File: src/rtl/subsys_id_pkg.sv
package subsys_id_pkg;

    typedef enum logic {
        LD_PEND = 1'b0,
        LD_DONE = 1'b1
    } ld_state_e;

    typedef struct packed {
        ld_state_e st;
    } ld_regs_t;

    typedef struct packed {
        logic wren;
    } ctrl_regs_t;

endpackage

File: src/rtl/subsys_load_seq.sv
module subsys_load_seq
    import subsys_id_pkg::*;
(
    input  logic clk,
    input  logic rst_eff,
    input  logic ld_valid,
    input  logic ld_fail,
    output logic ld_pending,
    output logic ld_capture
);

    ld_regs_t s_d, s_q;

    always_comb begin
        s_d        = s_q;
        ld_capture = 1'b0;
        if (s_q.st == LD_PEND) begin
            if (ld_fail) begin
                s_d.st = LD_DONE;
            end else if (ld_valid) begin
                s_d.st     = LD_DONE;
                ld_capture = 1'b1;
            end
        end
    end

    always_ff @(posedge clk) begin
        if (rst_eff) begin
            s_q.st <= LD_PEND;
        end else begin
            s_q <= s_d;
        end
    end

    assign ld_pending = (s_q.st == LD_PEND);

endmodule

File: src/rtl/subsys_id_store.sv
module subsys_id_store #(
    parameter int DATA_W = 32
) (
    input  logic                  clk,
    input  logic                  rst_eff,
    input  logic                  wr_en,
    input  logic [DATA_W/8-1:0]   wr_be,
    input  logic [DATA_W-1:0]     wr_data,
    input  logic                  load_en,
    input  logic [DATA_W-1:0]     load_data,
    output logic [DATA_W-1:0]     id_q
);

    localparam int LANES = DATA_W / 8;

    typedef struct packed {
        logic [DATA_W-1:0] id;
    } id_regs_t;

    id_regs_t r_d, r_q;

    always_comb begin
        r_d = r_q;
        if (load_en) begin
            r_d.id = load_data;
        end else if (wr_en) begin
            for (int b = 0; b < LANES; b++) begin
                if (wr_be[b]) begin
                    r_d.id[b*8 +: 8] = wr_data[b*8 +: 8];
                end
            end
        end
    end

    always_ff @(posedge clk) begin
        if (rst_eff) begin
            r_q.id <= '0;
        end else begin
            r_q <= r_d;
        end
    end

    assign id_q = r_q.id;

endmodule

File: src/rtl/subsys_cfg_decode.sv
module subsys_cfg_decode #(
    parameter int               ADDR_W      = 8,
    parameter int               DATA_W      = 32,
    parameter logic [ADDR_W-1:0] ID_OFFSET   = 8'h40,
    parameter logic [ADDR_W-1:0] CTRL_OFFSET = 8'h80
) (
    input  logic [ADDR_W-3:0] dwaddr,
    input  logic              rd,
    input  logic [DATA_W-1:0] id_val,
    input  logic [DATA_W-1:0] ctrl_val,
    output logic              id_sel,
    output logic              ctrl_sel,
    output logic [DATA_W-1:0] rdata
);

    localparam logic [ADDR_W-3:0] ID_DW   = ID_OFFSET[ADDR_W-1:2];
    localparam logic [ADDR_W-3:0] CTRL_DW = CTRL_OFFSET[ADDR_W-1:2];

    always_comb begin
        id_sel   = (dwaddr == ID_DW);
        ctrl_sel = (dwaddr == CTRL_DW);
        rdata    = '0;
        if (rd) begin
            if (id_sel) begin
                rdata = id_val;
            end else if (ctrl_sel) begin
                rdata = ctrl_val;
            end
        end
    end

endmodule

File: src/rtl/subsys_id_regs.sv
module subsys_id_regs
    import subsys_id_pkg::*;
#(
    parameter int                ADDR_W      = 8,
    parameter int                DATA_W      = 32,
    parameter logic [ADDR_W-1:0] ID_OFFSET   = 8'h40,
    parameter logic [ADDR_W-1:0] CTRL_OFFSET = 8'h80,
    parameter int                WREN_BIT    = 5
) (
    input  logic                clk,
    input  logic                rst_bus_n,
    input  logic                suspend,
    input  logic [ADDR_W-3:0]   cfg_dwaddr,
    input  logic                cfg_rd,
    input  logic                cfg_wr,
    input  logic [DATA_W/8-1:0] cfg_be,
    input  logic [DATA_W-1:0]   cfg_wdata,
    output logic [DATA_W-1:0]   cfg_rdata,
    output logic                ee_load_req,
    input  logic                ee_load_valid,
    input  logic                ee_load_fail,
    input  logic [DATA_W-1:0]   ee_load_data
);

    localparam int WREN_LANE = WREN_BIT / 8;

    logic              rst_eff;
    logic              ld_pending;
    logic              ld_capture;
    logic              id_sel;
    logic              ctrl_sel;
    logic              id_wr_ok;
    logic              wren_q;
    logic [DATA_W-1:0] id_val;
    logic [DATA_W-1:0] ctrl_val;

    ctrl_regs_t c_d, c_q;

    // Suspend masks the primary reset from every register in the block.
    assign rst_eff = ~rst_bus_n & ~suspend;

    subsys_load_seq u_load (
        .clk        (clk),
        .rst_eff    (rst_eff),
        .ld_valid   (ee_load_valid),
        .ld_fail    (ee_load_fail),
        .ld_pending (ld_pending),
        .ld_capture (ld_capture)
    );

    subsys_cfg_decode #(
        .ADDR_W      (ADDR_W),
        .DATA_W      (DATA_W),
        .ID_OFFSET   (ID_OFFSET),
        .CTRL_OFFSET (CTRL_OFFSET)
    ) u_dec (
        .dwaddr   (cfg_dwaddr),
        .rd       (cfg_rd),
        .id_val   (id_val),
        .ctrl_val (ctrl_val),
        .id_sel   (id_sel),
        .ctrl_sel (ctrl_sel),
        .rdata    (cfg_rdata)
    );

    assign id_wr_ok = cfg_wr & id_sel & wren_q & ~ld_pending;

    subsys_id_store #(
        .DATA_W (DATA_W)
    ) u_store (
        .clk       (clk),
        .rst_eff   (rst_eff),
        .wr_en     (id_wr_ok),
        .wr_be     (cfg_be),
        .wr_data   (cfg_wdata),
        .load_en   (ld_capture),
        .load_data (ee_load_data),
        .id_q      (id_val)
    );

    always_comb begin
        c_d = c_q;
        if (cfg_wr && ctrl_sel && cfg_be[WREN_LANE]) begin
            c_d.wren = cfg_wdata[WREN_BIT];
        end
    end

    always_ff @(posedge clk) begin
        if (rst_eff) begin
            c_q.wren <= 1'b0;
        end else begin
            c_q <= c_d;
        end
    end

    assign wren_q = c_q.wren;

    always_comb begin
        ctrl_val           = '0;
        ctrl_val[WREN_BIT] = wren_q;
    end

    assign ee_load_req = ld_pending;

endmodule

File: config.mk
export PLATFORM = sky130hd
export DESIGN_NAME = subsys_id_regs
export DESIGN_NICKNAME = d
export VERILOG_FILES = /design/src/rtl/subsys_id_pkg.sv /design/src/rtl/subsys_load_seq.sv /design/src/rtl/subsys_id_store.sv /design/src/rtl/subsys_cfg_decode.sv /design/src/rtl/subsys_id_regs.sv
export SDC_FILE = /design/constraint.sdc
export NUM_CORES = 1
export LEC_CHECK = 0
export ABC_AREA = 1
export BUFFER_PORTS_ARGS = -buffer_cell sky130_fd_sc_hd__buf_2
export CORE_MARGIN = 10
export CORE_UTILIZATION = 50
export CTS_CLUSTER_DIAMETER = 60
export CTS_CLUSTER_SIZE = 14
export DETAILED_ROUTE_END_ITERATION = 7
export GPL_TIMING_DRIVEN = 0
export HOLD_SLACK_MARGIN = 0.02
export MAX_ROUTING_LAYER = met4
export PLACE_DENSITY = 0.87
export SETUP_SLACK_MARGIN = 0.2
export SYNTH_ARGS = -nofsm -noshare
export SYNTH_HDL_FRONTEND = slang
export SYNTH_SLANG_ARGS = --single-unit
File: constraint.sdc
create_clock -name clk -period 2.1 [get_ports clk]
set_input_delay 0.42 -clock clk [delete_from_list [all_inputs] [get_ports clk]]
set_output_delay 0.42 -clock clk [all_outputs]
set_load 0.005 [all_outputs]
==> results.txt <==
----------------------------------------------------
[Worst setup path]
  Worst Setup End Kind ... output pin
  Worst setup path start ... cfg_dwaddr[3]
  Endpoint of the most critical register-to-register path ... u_store.id_q[19]
  Number of cells traversed by the worst register-to-register path ... 6
  Crit path kind ... input port to output pin
  Setup slack, reg-to-reg ... 0.70 ns
  Kind of start point of the critical path ... input port
  CP Data Arrival Time ... 1.48 ns
  Endpoint required time on the critical path ... 1.68 ns
  Last element of the critical path ... cfg_rdata[6]
  Maximum fanout count along the critical path ... 10
  RR Startpoint ... u_load.s_q

[Floorplan]
  Io pins ... 114
  Initial core utilization ... 0.5238
  FP Rows ... 24
  Die Span X ... 88.01 µm
  Placeable core region ... 0.004414 mm²
  Die footprint ... 0.007745 mm²
  Die height ... 88.01 µm

[Global routing]
  Congestion Overflow GR ... 0
  Largest net degree at the start of global routing ... 11
  Met3 layer usage reported by global route ... 0.06778
  Global-route total usage across every layer ... 0.2126
  Busiest layer in global routing ... met2
  Wire length of the first global-routing pass ... 13010 µm
  Met1 usage in global routing ... 0.2366
  Number of antenna violations at the first check in global routing ... 0
  M2 GR Usage ... 0.3512
  Number of global-route vias before repair ... 2781

[Clock network]
  Clk pin slew, worst setup/hold paths ... 0.06 ns
  Clock insertion delay at the later pin of the skew report ... 0.29 ns
  CTS tree ... built
  CTS root buffer ... sky130_fd_sc_hd__clkbuf_8
  Count of hold buffers inserted by post-cts repair ... 0
  # clock sinks ... 34
  Num CTS Buffers ... 5
  Max Root-Sink Buffers ... 2
  H-tree levels ... 2

[Timing]
  Unrepaired setup endpoints after global routing ... yes
  Relative slew slack ... 0.6449
  Post-Route Skew ... 0.003930 ns
  Pins Over Slew Limit ... 0
  Max Clock Freq ... 0.5255 GHz
  Hold Vio Cnt, Final ... 0
  Least-Margin Pin Slew ... 0.5326 ns
  Fin crit period ... 1.903 ns
  Setup violation total in the final timing report ... 0
  Final period utilization ... 0.9061
  Post-Route Setup TNS ... 0 ns

[Final layout]
  Commonest cells after routing, fill and taps aside ... sky130_fd_sc_hd__buf_2, sky130_fd_sc_hd__nand2_1, sky130_fd_sc_hd__nand3_1
  Share of post-route cells with drive strength above 1 ... 0.3539
  Signed area change from the synthesized netlist to the final layout ... 35.71%
  Number of antenna cells inserted ... 0
  Final core area utilization ... 0.7109
  Most common cell after layout, fill and taps aside ... sky130_fd_sc_hd__buf_2
  # nets final ... 585

[Routing]
  Wire length reported by the detailed router ... 8148 µm
  First drt pass iteration count ... 4
  Wire length per cell ... 14.68 µm
  Iteration-0 DRC count of the detailed router ... 145
  Total via count in the routed design ... 2870
  DRC violations left ... 0
  Post-detailed-route via-to-cell ratio ... 5.171
  Number of nets still failing antenna checks after routing ... 0

[Logic synthesis]
  Syn Area/Cell ... 6.021 µm²
  Count of yosys warnings during synthesis ... 0
  Post-synthesis net count ... 465
  Cell taking the most area after synthesis ... sky130_fd_sc_hd__dfxtp_1
  Top cells by area, synth ... sky130_fd_sc_hd__dfxtp_1, sky130_fd_sc_hd__nand2_1, sky130_fd_sc_hd__nand3_1
  Post-synthesis cell type count ... 15
  Fraction of the yosys area taken by sequential cells ... 0.2944
  Post-synthesis instance area ... 0.002312 mm²
  Syn Inst Count ... 384
  Total of flip-flops plus latches after synthesis ... 34
  Share of the synthesized area in the top cell type ... 0.2944

[Power]
  P_int ... 1131 µW
  Static Leakage ... 0.001793 µW
  Combinational fraction of design power ... 0.242
  Power per unit of standard cell area ... 514.3 mW/mm²
  Peak VDD IR ... 0.0004238 V
  Power dissipated by switching net loads ... 482.5 µW
  Clock share of power ... 0.300
  Net Sw Frac ... 0.2990
  Sequential power share ... 0.458

[Worst hold path]
  Path type of the worst min-delay path ... input port to flop

[Placement]
  Port Buffer Count ... 112
  Total half-perimeter wirelength after legalization and detailed placement ... 6319 µm
  Final Wtd Congestion ... 0.8583

[Outcome]
  Result of the run ... completed

[Flow run]
  Maxcap violations ... 0

----------------------------------------------------
==> registers in the layout, summed over array words and instances, names as in the netlist <==
| name | count |
|---|---|
| c_q | 1 |
| u_load.s_q | 1 |
| u_store.id_q | 32 |
==> Yosys cell counts <==
cell type and instances:
sky130_fd_sc_hd__a21oi_1 34, sky130_fd_sc_hd__buf_2 12, sky130_fd_sc_hd__buf_4 2, sky130_fd_sc_hd__buf_6 7, sky130_fd_sc_hd__clkbuf_1 9, sky130_fd_sc_hd__dfxtp_1 34
sky130_fd_sc_hd__inv_1 39, sky130_fd_sc_hd__inv_2 1, sky130_fd_sc_hd__nand2_1 105, sky130_fd_sc_hd__nand2_2 1, sky130_fd_sc_hd__nand3_1 58, sky130_fd_sc_hd__nand3_2 10
sky130_fd_sc_hd__nor2_1 37, sky130_fd_sc_hd__nor2_4 3, sky130_fd_sc_hd__nor3_1 32
==> power by group through the flow <==
| stage | Clock (µW) | Combinational [µW] | Sequential, µW |
|---|---|---|---|
| 2_1_floorplan | 0 | 243 | 746 |
| 3_3_place_gp | 0 | 359 | 748 |
| 3_5_place_dp | 0 | 373 | 753 |
| 4_1_cts | 484 | 379 | 739 |
| 5_1_grt | 519 | 443 | 745 |
| 6_report | 484 | 391 | 739 |
==> worst min path at each step <==
stage / start / endpoint / depth (start not counted)
finish: rst_bus_n / u_load.s_q / 3
global route: suspend / u_load.s_q / 3
CTS: rst_bus_n / u_load.s_q / 3
detailed placement: c_q / c_q / 4
global placement: c_q / c_q / 4
floorplan: c_q / c_q / 4
==> final cells by class <==
| cell class | instances | area (µm²) |
|---|---|---|
| buffer | 30 | 201.4 |
| clock buffer | 6 | 82.58 |
| sequential | 34 | 680.7 |
| multi-input combinational | 280 | 1390 |
| inverter | 40 | 150.1 |
| fill | 384 | 1276 |
| tap | 52 | 65.06 |
| timing repair buffer | 113 | 568.0 |
==> critical path, cell delays in order <==
cell	delay, ns
sky130_fd_sc_hd__buf_2	0.09
sky130_fd_sc_hd__nor2_1	0.12
sky130_fd_sc_hd__nand2_1	0.12
sky130_fd_sc_hd__nor2_4	0.14
sky130_fd_sc_hd__inv_1	0.09
sky130_fd_sc_hd__buf_4	0.20
sky130_fd_sc_hd__nor3_1	0.15
sky130_fd_sc_hd__buf_2	0.15
==> routing by layer <==
metal / up-vias / routed length [µm] / share of wire
li1: 1458 / - / -
met1: 1281 / 3254 / 0.40
met2: 112 / 4019 / 0.49
met3: 19 / 701 / 0.086
met4: 0 / 173 / 0.021
met5: - / 0 / 0
==> kinds of logic after synthesis <==
kind of cell | share of synthesized area
AND/OR/NAND/NOR | 0.4859
buffers and inverters | 0.1461
flip-flops | 0.2944
AO/OA/AOI/OAI | 0.07359
==> stage by stage <==
step                      hold slack [ns]  setup WS, ns  std cells  power, µW  instance area [µm²]
final                              0.3795        0.1971        555       1614                 3138
after global routing               0.4086        0.1346        555       1706                 3138
after CTS                          0.3839        0.1728        555       1602                 3054
after detailed placement           0.5344      -0.05007        548       1126                 2938
after global placement             0.5183       0.02890        548       1107                 2938
after floorplan                    0.5022        0.4624        384      989.8                 2312
==> timing repair <==
action	CTS	global route
pin swaps	1	2
setup endpoints to repair	31	31
gates resized for setup	9	23
buffers inserted	1	0
No activity file was read; power rests on OpenSTA's default activity.
